`src/rtl/col_sched_pkg.sv`:
```
package col_sched_pkg;

   typedef enum logic {
      CMD_RD = 1'b0,
      CMD_WR = 1'b1
   } col_cmd_e;

   localparam int unsigned N_CMD_TYPES = 2;

endpackage

```
`src/rtl/col_gap_calc.sv`:
```
// Derives the effective cross-type spacings from the timing inputs.
module col_gap_calc #(
   parameter int TW = 6,
   parameter int CW = TW + 2
) (
   input  logic [TW-1:0] cfg_cc,
   input  logic [TW-1:0] cfg_wr_rd,
   input  logic [TW-1:0] cfg_rd_wr,
   input  logic [TW-1:0] cfg_wr_lat,
   input  logic [TW-1:0] cfg_rd_lat,
   input  logic [TW-1:0] cfg_wr_bub,
   input  logic [TW-1:0] cfg_rd_bub,
   output logic [CW-1:0] gap_w2r,
   output logic [CW-1:0] gap_r2w
);

   localparam int SW = CW + 1;

   logic signed [SW-1:0] w2r_form, r2w_form;
   logic [TW-1:0]        w2r_floor, r2w_floor;

   // bubble-derived values may be negative when one latency dominates
   always_comb begin
      w2r_form = $signed({3'b000, cfg_wr_bub}) + $signed({3'b000, cfg_cc})
               + $signed({3'b000, cfg_wr_lat}) - $signed({3'b000, cfg_rd_lat});
      r2w_form = $signed({3'b000, cfg_rd_lat}) - $signed({3'b000, cfg_wr_lat})
               + $signed({3'b000, cfg_cc}) + $signed({3'b000, cfg_rd_bub});
   end

   assign w2r_floor = (cfg_wr_rd > cfg_cc) ? cfg_wr_rd : cfg_cc;
   assign r2w_floor = (cfg_rd_wr > cfg_cc) ? cfg_rd_wr : cfg_cc;

   assign gap_w2r = (w2r_form > $signed({3'b000, w2r_floor})) ?
                    w2r_form[CW-1:0] : {2'b00, w2r_floor};
   assign gap_r2w = (r2w_form > $signed({3'b000, r2w_floor})) ?
                    r2w_form[CW-1:0] : {2'b00, r2w_floor};

endmodule

```
`src/rtl/col_wait_ctr.sv`:
```
// Saturating down-counter: zero means the guarded command type may issue.
module col_wait_ctr #(
   parameter int CW = 8
) (
   input  logic          clk,
   input  logic          rst_n,
   input  logic          load,
   input  logic [CW-1:0] load_gap,
   output logic          clear
);

   localparam logic [CW-1:0] ONE = CW'(1);

   logic [CW-1:0] cnt_q, dec, lval, cnt_d;

   always_comb begin
      dec   = (cnt_q == '0) ? '0 : cnt_q - ONE;
      lval  = (load_gap == '0) ? '0 : load_gap - ONE;
      cnt_d = (load && (lval > dec)) ? lval : dec;
   end

   always_ff @(posedge clk or negedge rst_n) begin
      if (!rst_n) cnt_q <= '0;
      else        cnt_q <= cnt_d;
   end

   assign clear = (cnt_q == '0);

endmodule

```
`src/rtl/col_data_pipe.sv`:
```
// Delay line turning an issue pulse into a strobe DELAY cycles later.
module col_data_pipe #(
   parameter int TW    = 6,
   parameter int DEPTH = 63
) (
   input  logic          clk,
   input  logic          rst_n,
   input  logic          ins,
   input  logic [TW-1:0] delay,
   output logic          strobe
);

   logic [DEPTH-1:0] pipe_q, pipe_d;

   always_comb begin
      pipe_d = pipe_q >> 1;
      for (int i = 0; i < DEPTH; i++) begin
         if (ins && (delay == TW'(i + 1))) pipe_d[i] = 1'b1;
      end
   end

   always_ff @(posedge clk or negedge rst_n) begin
      if (!rst_n) pipe_q <= '0;
      else        pipe_q <= pipe_d;
   end

   assign strobe = pipe_q[0];

endmodule

```
`src/rtl/col_sched.sv`:
```
module col_sched
   import col_sched_pkg::*;
#(
   parameter int TW      = 6,
   parameter int BANK_W  = 3,
   parameter int DLY_MAX = 63
) (
   input  logic              clk,
   input  logic              rst_n,
   input  logic [TW-1:0]     cfg_cc,
   input  logic [TW-1:0]     cfg_wr_rd,
   input  logic [TW-1:0]     cfg_rd_wr,
   input  logic [TW-1:0]     cfg_wr_lat,
   input  logic [TW-1:0]     cfg_rd_lat,
   input  logic [TW-1:0]     cfg_wr_bub,
   input  logic [TW-1:0]     cfg_rd_bub,
   input  logic              req_valid,
   input  logic              req_wr,
   input  logic [BANK_W-1:0] req_bank,
   output logic              req_ready,
   output logic              iss_valid,
   output logic              iss_wr,
   output logic [BANK_W-1:0] iss_bank,
   output logic              wdata_launch,
   output logic              rdata_valid
);

   localparam int CW = TW + 2;

   if (TW < 2) begin : g_bad_tw
      $error("col_sched: TW must be at least 2");
   end
   if (BANK_W < 1) begin : g_bad_bank
      $error("col_sched: BANK_W must be at least 1");
   end
   if ((DLY_MAX < 2) || (DLY_MAX > (1 << TW) - 1)) begin : g_bad_dly
      $error("col_sched: DLY_MAX must lie in 2..2**TW-1");
   end

   col_cmd_e      cmd;
   logic          fire;
   logic [CW-1:0] gap_w2r, gap_r2w;

   // index 0 guards/serves reads, index 1 writes
   logic [CW-1:0] cross_gap [N_CMD_TYPES];
   logic [CW-1:0] load_gap  [N_CMD_TYPES];
   logic [TW-1:0] lat       [N_CMD_TYPES];
   logic [N_CMD_TYPES-1:0] may_go, strobe;

   assign cmd = col_cmd_e'(req_wr);

   col_gap_calc #(.TW(TW), .CW(CW)) u_gap (
      .cfg_cc     (cfg_cc),
      .cfg_wr_rd  (cfg_wr_rd),
      .cfg_rd_wr  (cfg_rd_wr),
      .cfg_wr_lat (cfg_wr_lat),
      .cfg_rd_lat (cfg_rd_lat),
      .cfg_wr_bub (cfg_wr_bub),
      .cfg_rd_bub (cfg_rd_bub),
      .gap_w2r    (gap_w2r),
      .gap_r2w    (gap_r2w)
   );

   assign cross_gap[0] = gap_w2r;
   assign cross_gap[1] = gap_r2w;
   assign lat[0]       = cfg_rd_lat;
   assign lat[1]       = cfg_wr_lat;

   for (genvar k = 0; k < N_CMD_TYPES; k++) begin : g_type
      // same type reloads with the column spacing, the other type with its turnaround
      assign load_gap[k] = (req_wr == 1'(k)) ? {2'b00, cfg_cc} : cross_gap[k];

      col_wait_ctr #(.CW(CW)) u_wait (
         .clk      (clk),
         .rst_n    (rst_n),
         .load     (fire),
         .load_gap (load_gap[k]),
         .clear    (may_go[k])
      );

      col_data_pipe #(.TW(TW), .DEPTH(DLY_MAX)) u_pipe (
         .clk    (clk),
         .rst_n  (rst_n),
         .ins    (fire && (req_wr == 1'(k))),
         .delay  (lat[k]),
         .strobe (strobe[k])
      );
   end

   assign req_ready    = (cmd == CMD_WR) ? may_go[1] : may_go[0];
   assign fire         = req_valid && req_ready;
   assign iss_valid    = fire;
   assign iss_wr       = req_wr;
   assign iss_bank     = req_bank;
   assign rdata_valid  = strobe[0];
   assign wdata_launch = strobe[1];

endmodule

```
`config.mk`:
```
export PLATFORM = sky130hd
export DESIGN_NAME = col_sched
export DESIGN_NICKNAME = d
export VERILOG_FILES = /design/src/rtl/col_sched_pkg.sv /design/src/rtl/col_gap_calc.sv /design/src/rtl/col_wait_ctr.sv /design/src/rtl/col_data_pipe.sv /design/src/rtl/col_sched.sv
export SDC_FILE = /design/constraint.sdc
export NUM_CORES = 1
export LEC_CHECK = 0
export ABC_AREA = 0
export ABC_CLOCK_PERIOD_IN_PS = 2800
export BUFFER_PORTS_ARGS = -buffer_cell sky130_fd_sc_hd__buf_2
export CELL_PAD_IN_SITES_DETAIL_PLACEMENT = 0
export CELL_PAD_IN_SITES_GLOBAL_PLACEMENT = 2
export CORE_ASPECT_RATIO = 1.2
export CORE_UTILIZATION = 36
export DETAILED_ROUTE_END_ITERATION = 16
export PLACE_DENSITY = 0.81
export SLEW_MARGIN = 20
export SYNTH_ARGS = -nofsm -noshare
export SYNTH_HDL_FRONTEND = slang
export SYNTH_SLANG_ARGS = --single-unit
```
`constraint.sdc`:
```
create_clock -name clk -period 2.8 [get_ports clk]
set_input_delay 0.28 -clock clk [delete_from_list [all_inputs] [get_ports clk]]
set_output_delay 0.28 -clock clk [all_outputs]
set_load 0.02 [all_outputs]
```
==> results.md, run 1 <==
* Outcome: finished, violations left
* Failing checks: negative setup slack
* Iter 0 DRT Violations at roughly 240
* H-tree levels at 4
* Core Rows at a little over 60
* Setup violations, final at 16
* Dpl cells at around 1,400
* Int Pwr at 6.04 mW
* Worst vdd ir at around 0.48 mV
* Sequential share of power at 0.231
* Clock Skews at 0.00997 ns
* Largest net degree at the start of global routing at a little over 60
* Pins Over Slew Limit at 0
* Area share of the largest cell type after synthesis at 0.404
* Placed Instance Area at 11,100 µm²
* Critical Path RT at 3.10 ns
* Power per cell area at ~770 nW/µm²
* Syn Std Cell Area at about 8800 µm²
* Post-Syn Nets at slightly above 1,000
* Worst path slowest cell: fa_2
* Clk sinks at around 140
* Final hold viol count at 0
* Total GRT Usage at 0.208
* Area growth, synth to finish at 41.5%
* Area leader, netlist: dfrtp_1
* Synthesized area per cell at between 10 and 15 µm²
* Antenna viol nets, final at 0
* Post-route cell area at about 12,000 µm²
* Achievable clock frequency at approximately 150 MHz
* Max stage delay on crit path at 0.52 ns
* Top FF cell, synth: dfrtp_1
* Initial Util at 0.367
* 1st-pass router iterations at 4
* Psw at roughly 3.5 mW
* Startpoint types: input pin
* Reg2Reg Depth at 14
* Number of max-cap violations at 0
* Layout fillers at 2,189
* IO Count at 57
* Worst hold slack at around 0.32 ns
* GPL Wtd Cong at between 0.8 and 0.9
* Synthesized instance count at 868
* Fin nets at about 1,300
* RSZ-0062 raised after global routing: true
* DIE HEIGHT at around 170 µm
* Yosys reg bits at between 100 and 150
* Clock Latency Late Sink at ~0.43 ns
* Post-DP HPWL at between 15,000 and 20,000 µm
* Arr. time, crit path at between 6 and 7 ns
* Routed WL per cell at approximately 17 µm
* Share of cells above drive strength 1 at 0.376
* Worst-path clk slew at ~0.070 ns
* Hold Path Depth at 3
* Clock power frac at 0.235
* Kind of critical path: input pin to register
* Final core utilization at 0.519
* Vias in the first global route at between 7,000 and 8,000
* CTS Root Cell: clkbuf_16
* Sequential area share after synthesis at 0.404
* Vias per cell at 5.01
* Critical path endpoint category: register
* Drt drc at 0
* Ys async rst share at 1.00
* DR vias at roughly 7,500
* Die ar. at 25,100 µm²
* Switch share at 0.366
* Power Total at 9.52 mW
* Static Leak at 6.48 nW
* Hold crit path type: input pin to register
* CTS tree: yes
* Number of synthesized flops with an enable pin at 0
* Critical path peak fanout at 5
* Unique masters post-synth at 80
* Fin crit share at 2.33
* PnR worst setup slack at -3.72 ns
* Initial antenna violation count at 5
* CTS Buf Count at 17
* Core area at approximately 24,000 µm²
* Fin cells at approximately 1,500
* Grt ovf at 0
* First-pass GRT wire length at 39,200 µm
* Synth area leaders: dfrtp_1 (40%), ha_1 (11%), o21bai_1 (6.1%)
* Worst-margin pin slew at between 0.5 and 0.6 ns
* Die width at approximately 140 µm
* Bufs on Longest Clock Path at 2
* I/O Buffers at 50
* Combinational Power Share at 0.534
* Total wire length at between 20,000 and 30,000 µm
* Tmin final at between 6 and 7 ns
* Slew margin rel. at 0.610
* Synthesis Warnings at 0
[logic make-up (layout without fill, tap and decap cells)]
family | after synthesis | after routing | synth area share
AOI/OAI and AO/OA | 268 | 268 | 0.229
xor gates and xnor gates | 30 | 30 | 0.0299
adders and majority gates | 91 | 91 | 0.142
buffers and inverters | 73 | 382 | 0.0343
DFF | 142 | 142 | 0.404
muxes | 11 | 11 | 0.0127
other | 0 | 2 | 0
and+or+nand+nor | 253 | 253 | 0.148
[through the flow]
step,TNS [ns],setup slack [ns]
finish,-53.26,-3.72
global route,-57.56,-4.04
CTS,-56.89,-3.61
floorplan,-61.51,-4.17
detailed placement,-65.25,-4.27
global placement,-63.67,-4.09
[synth_stat cells (3+ instances only)]
master	number
nor3_1	16
or3_1	3
o21a_1	5
or2_2	5
a21o_1	69
o31ai_1	8
nand4_1	6
nor4b_4	3
nor2b_1	7
xnor2_1	17
nand2b_1	16
and2_1	7
buf_4	5
nor2_1	74
nor4_1	9
xor2_1	13
a21oi_1	31
nand3_1	28
o21bai_1	72
o21ai_1	3
and3_1	4
inv_1	54
a211o_1	5
a211oi_1	7
nand2_1	61
mux2i_1	10
o21ai_0	13
clkbuf_1	11
a31oi_1	3
dfrtp_1	142
o31a_1	4
o221ai_1	4
o211ai_1	3
ha_1	76
a22oi_1	3
fa_1	15
[flip-flops by register name, summed over array words and instances (netlist names)]
name,count
g_type.u_pipe.pipe_q,126
g_type.u_wait.cnt_q,16
[cell usage in the layout (no fill, tap or decap), types with 5 or more instances in the layout]
master       n
a21o_1      69
buf_6        8
nand2_1     59
or2_2        5
a211o_1      5
nor3_1      16
o21ai_0      9
nor4_1       7
mux2i_1     10
o21bai_1    72
a211oi_2     5
inv_2        6
nor2b_1      5
nor2_2       5
ha_4        14
ha_1        58
o21a_1       5
buf_2       44
nand3_1     23
clkbuf_16   17
inv_8        5
fa_1        11
a21oi_1     22
a21oi_2     10
buf_4      239
inv_1       47
nand4_1      6
xor2_1      10
xnor2_1     13
dfrtp_1    142
nand2b_1    13
o21ai_1      5
nor2_1      66
[layout make-up]
class | count | area [µm²] | area share
Clock buffer | 18 | 429 | 0.0345
Inverter | 54 | 208 | 0.0167
Antenna cell | 2 | 5.00 | 0.000402
Multi-Input combinational cell | 653 | 5520 | 0.443
Tap cell | 320 | 400 | 0.0322
Clock inverter | 14 | 149 | 0.0120
Sequential cell | 142 | 3550 | 0.286
Timing Repair Buffer | 296 | 2180 | 0.175
[per-layer routing]
metal	part of all wire	GRT usage	up-vias
met3	0.027	0.0377	34
met1	0.43	0.251	3683
met5	0.0015	0	-
met4	0.023	0.0702	6
met2	0.52	0.365	90
li1	-	-	3703
[timing repair]
action	CTS	global route
buffers inserted	19	9
hold endpoints to repair	58	0
pin swaps	9	51
hold buffers	1	0
gates resized for setup	21	90
cloned	1	1
setup endpoints to repair	16	17
[path summary, 6_finish.rpt]
path                                                  from                     endpoint  slack (ns)
min in group asynchronous                            rst_n  g_type[0].u_pipe.pipe_q[44]        0.41
max in group asynchronous                            rst_n  g_type[1].u_pipe.pipe_q[43]        1.68
worst max register to register   g_type[1].u_wait.cnt_q[0]    g_type[1].u_wait.cnt_q[7]       -0.10
worst min register to register  g_type[0].u_pipe.pipe_q[9]   g_type[0].u_pipe.pipe_q[8]        0.43
worst min-delay path                         cfg_wr_lat[1]   g_type[1].u_pipe.pipe_q[7]        0.32
worst max-delay path                         cfg_rd_lat[0]    g_type[1].u_wait.cnt_q[7]       -3.72
[power groups by stage]
stage                     Combinational, mW  Clock (mW)  Sequential, mW
after CTS                              4.44        2.27            2.20
final                                  5.08        2.24            2.20
after detailed placement               4.09           0            2.24
after global placement                 4.03           0            2.24
after floorplan                        2.43           0            2.24
after global routing                   5.57        2.37            2.21
[worst max-delay path, delay by kind of cell]
kind                     cells  cell delay [ns]
XOR/XNOR                     1             0.18
buffers and inverters        6             0.35
multiplexers                 1             0.13
AND/OR/NAND/NOR              5             0.91
AO/OA/AOI/OAI               15             2.62
adder cells (fa/ha/maj)      8             2.33
Note: power is estimated with default switching activity, not from simulation.
==> run 2, diff against run 1 <==
Settings changed: CORE_UTILIZATION 36 to 25, PLACE_DENSITY 0.81 to 0.61.
==> results.md, run 2 (synthesized netlist as in run 1, its figures left out) <==
* Core area at 34,400 µm²
* Worst vdd ir at 0.440 mV
* RSZ-0062 raised after global routing: true
* Clock Skews at roughly 0.011 ns
* Static Leak at 6.67 nW
* CTS tree: yes
* Grt ovf at 0
* 1st-pass router iterations at 4
* Largest registers: g_type.u_pipe.pipe_q: 126 flops, g_type.u_wait.cnt_q: 16 flops
* Die width at ~170 µm
* DR vias at 7,470
* Power per cell area at between 700 and 800 nW/µm²
* Post-DP HPWL at 22,400 µm
* I/O Buffers at 50
* Area growth, synth to finish at 48.9%
* IO Count at between 50 and 60
* Routed WL per cell at 16.9 µm
* Share of cells above drive strength 1 at 0.407
* Setup_tns at -52.36 ns
* H-tree levels at 4
* Critical path peak fanout at 4
* Sequential share of power at 0.216
* Number of max-cap violations at 0
* N_diodes at 0
* First-pass GRT wire length at roughly 44,000 µm
* Tmin final at between 6 and 7 ns
* R2R setup slack at -0.12 ns
* Largest net degree at the start of global routing at 64
* Hold Path Depth at 4
* Total wire length at about 28,000 µm
* Drt drc at 0
* Outcome: finished, violations left
* Most common cell after layout, fill and taps aside: buf_4
* Vias in the first global route at 7,949
* Combinational Power Share at 0.544
* Critical Path RT at ~3.1 ns
* Core Rows at 74
* Hold path startpoint: cfg_wr_lat[0]
* Achievable clock frequency at 154 MHz
* Initial Util at 0.256
* Max stage delay on crit path at ~0.53 ns
* GPL Wtd Cong at between 0.8 and 0.9
* Vias per cell at 4.50
* Layout fillers at 3,432
* FF-to-FF End: g_type[1].u_wait.cnt_q[7]
* Worst hold endpoint: g_type[1].u_pipe.pipe_q[62]
* Worst hold slack at approximately 0.38 ns
* Worst R2R Start: g_type[1].u_wait.cnt_q[0]
* Final hold viol count at 0
* Most flops, register: g_type.u_pipe.pipe_q
* Clock power frac at 0.240
* DIE HEIGHT at roughly 210 µm
* Initial antenna violation count at 1
* Largest register FFs at 126
* Worst path slowest cell: fa_2
* Worst-path clk slew at 0.07 ns
* Arr. time, crit path at approximately 6.8 ns
* Slew margin rel. at 0.578
* Iter 0 DRT Violations at 242
* Switch share at 0.356
* Psw at between 3 and 4 mW
* Die ar. at ~36,000 µm²
* Failing checks: negative setup slack
* Bufs on Longest Clock Path at 2
* Startpoint types: input pin
* Setup violations, final at 16
* Pins Over Slew Limit at 0
* Total GRT Usage at 0.161
* Clk sinks at ~140
* Worst path most repeated cell: ha_4
* Antenna viol nets, final at 0
* Fin nets at roughly 1,300
* CTS Buf Count at 17
* Clock Latency Late Sink at 0.43 ns
* Worst-margin pin slew at around 0.63 ns
* Fin crit share at 2.31
* Int Pwr at approximately 6.6 mW
* PnR worst setup slack at -3.67 ns
* CTS Root Cell: clkbuf_16
* Kind of critical path: input pin to register
* Hold crit path type: input pin to register
* Critical path endpoint category: register
* Most frequent cells in the layout: buf_4 (266), dfrtp_1 (142), o21bai_1 (72)
* Reg2Reg Depth at 14
-- run 2: cell count changes in the layout (fill, tap and decap cells not counted), moves of 3 or more --
cell       before  now
ha_2            4    1
xor2_2          3    6
bufinv_16       0    3
buf_4         239  266
xor2_1         10    7
nand3_1        23   20
ha_4           14   19
-- run 2: stage by stage --
step	setup WS [ns]	power [mW]	cells	util	instance area [µm²]
6_report	-3.67	10.2	1661	0.381	13100
5_1_grt	-4.00	10.9	1661	0.381	13100
4_1_cts	-3.61	9.93	1658	0.372	12800
3_5_place_dp	-4.34	6.61	1595	0.333	11500
3_3_place_gp	-4.21	6.59	1595	0.333	11500
2_1_floorplan	-4.17	4.67	868	-	8930
-- run 2: power by group through the flow --
stage                     Sequential [mW]  Combinational, mW  Clock (mW)
final                                2.21               5.55        2.45
after global routing                 2.22               6.09        2.59
after CTS                            2.20               5.21        2.52
after detailed placement             2.24               4.37           0
after global placement               2.24               4.35           0
after floorplan                      2.24               2.43           0
-- run 2: critical path: cells and delay by family --
family                   cells  cell delay, ns
AO/OA/AOI/OAI               15            2.58
adder cells (fa/ha/maj)      8            2.32
AND/OR/NAND/NOR              5            0.91
buffers and inverters        6            0.36
XOR/XNOR                     1            0.19
multiplexers                 1            0.13
-- run 2: worst max-delay path by stage --
stage	start	to	slack [ns]	cells after the start
floorplan	cfg_rd_lat[0]	g_type[1].u_wait.cnt_q[5]	-4.17	38
global placement	cfg_rd_lat[0]	g_type[1].u_wait.cnt_q[2]	-4.21	34
detailed placement	cfg_rd_lat[0]	g_type[1].u_wait.cnt_q[2]	-4.34	34
CTS	cfg_rd_lat[0]	g_type[1].u_wait.cnt_q[7]	-3.61	37
global route	cfg_rd_lat[0]	g_type[1].u_wait.cnt_q[7]	-4.00	36
finish	cfg_rd_lat[0]	g_type[1].u_wait.cnt_q[7]	-3.67	36
-- run 2: final cells by class --
cell class / instances / area [µm²] / area share
clock inverter: 14 / 201 / 0.0154
clock buffer: 17 / 425 / 0.0325
inverter: 54 / 208 / 0.0159
tap: 456 / 571 / 0.0436
multi-input combinational: 653 / 5710 / 0.436
timing repair buffer: 325 / 2420 / 0.185
sequential: 142 / 3550 / 0.271
-- run 2: repair_timing --
item | 4_1_cts | 5_1_grt
endpoints found under the setup margin | 17 | 17
gates resized for setup | 94 | 46
gates cloned | 1 | 0
hold endpoints to repair | 61 | 0
pin swaps | 63 | 22
setup buffers | 31 | 3
hold buffers | 1 | 0
-- run 2: metal layers --
metal,global-route usage,up-vias,wire length (µm)
met4,0.0516,2,421
met3,0.0244,25,686
met1,0.205,3599,13100
met5,0,-,13
li1,-,3758,-
met2,0.279,86,13900
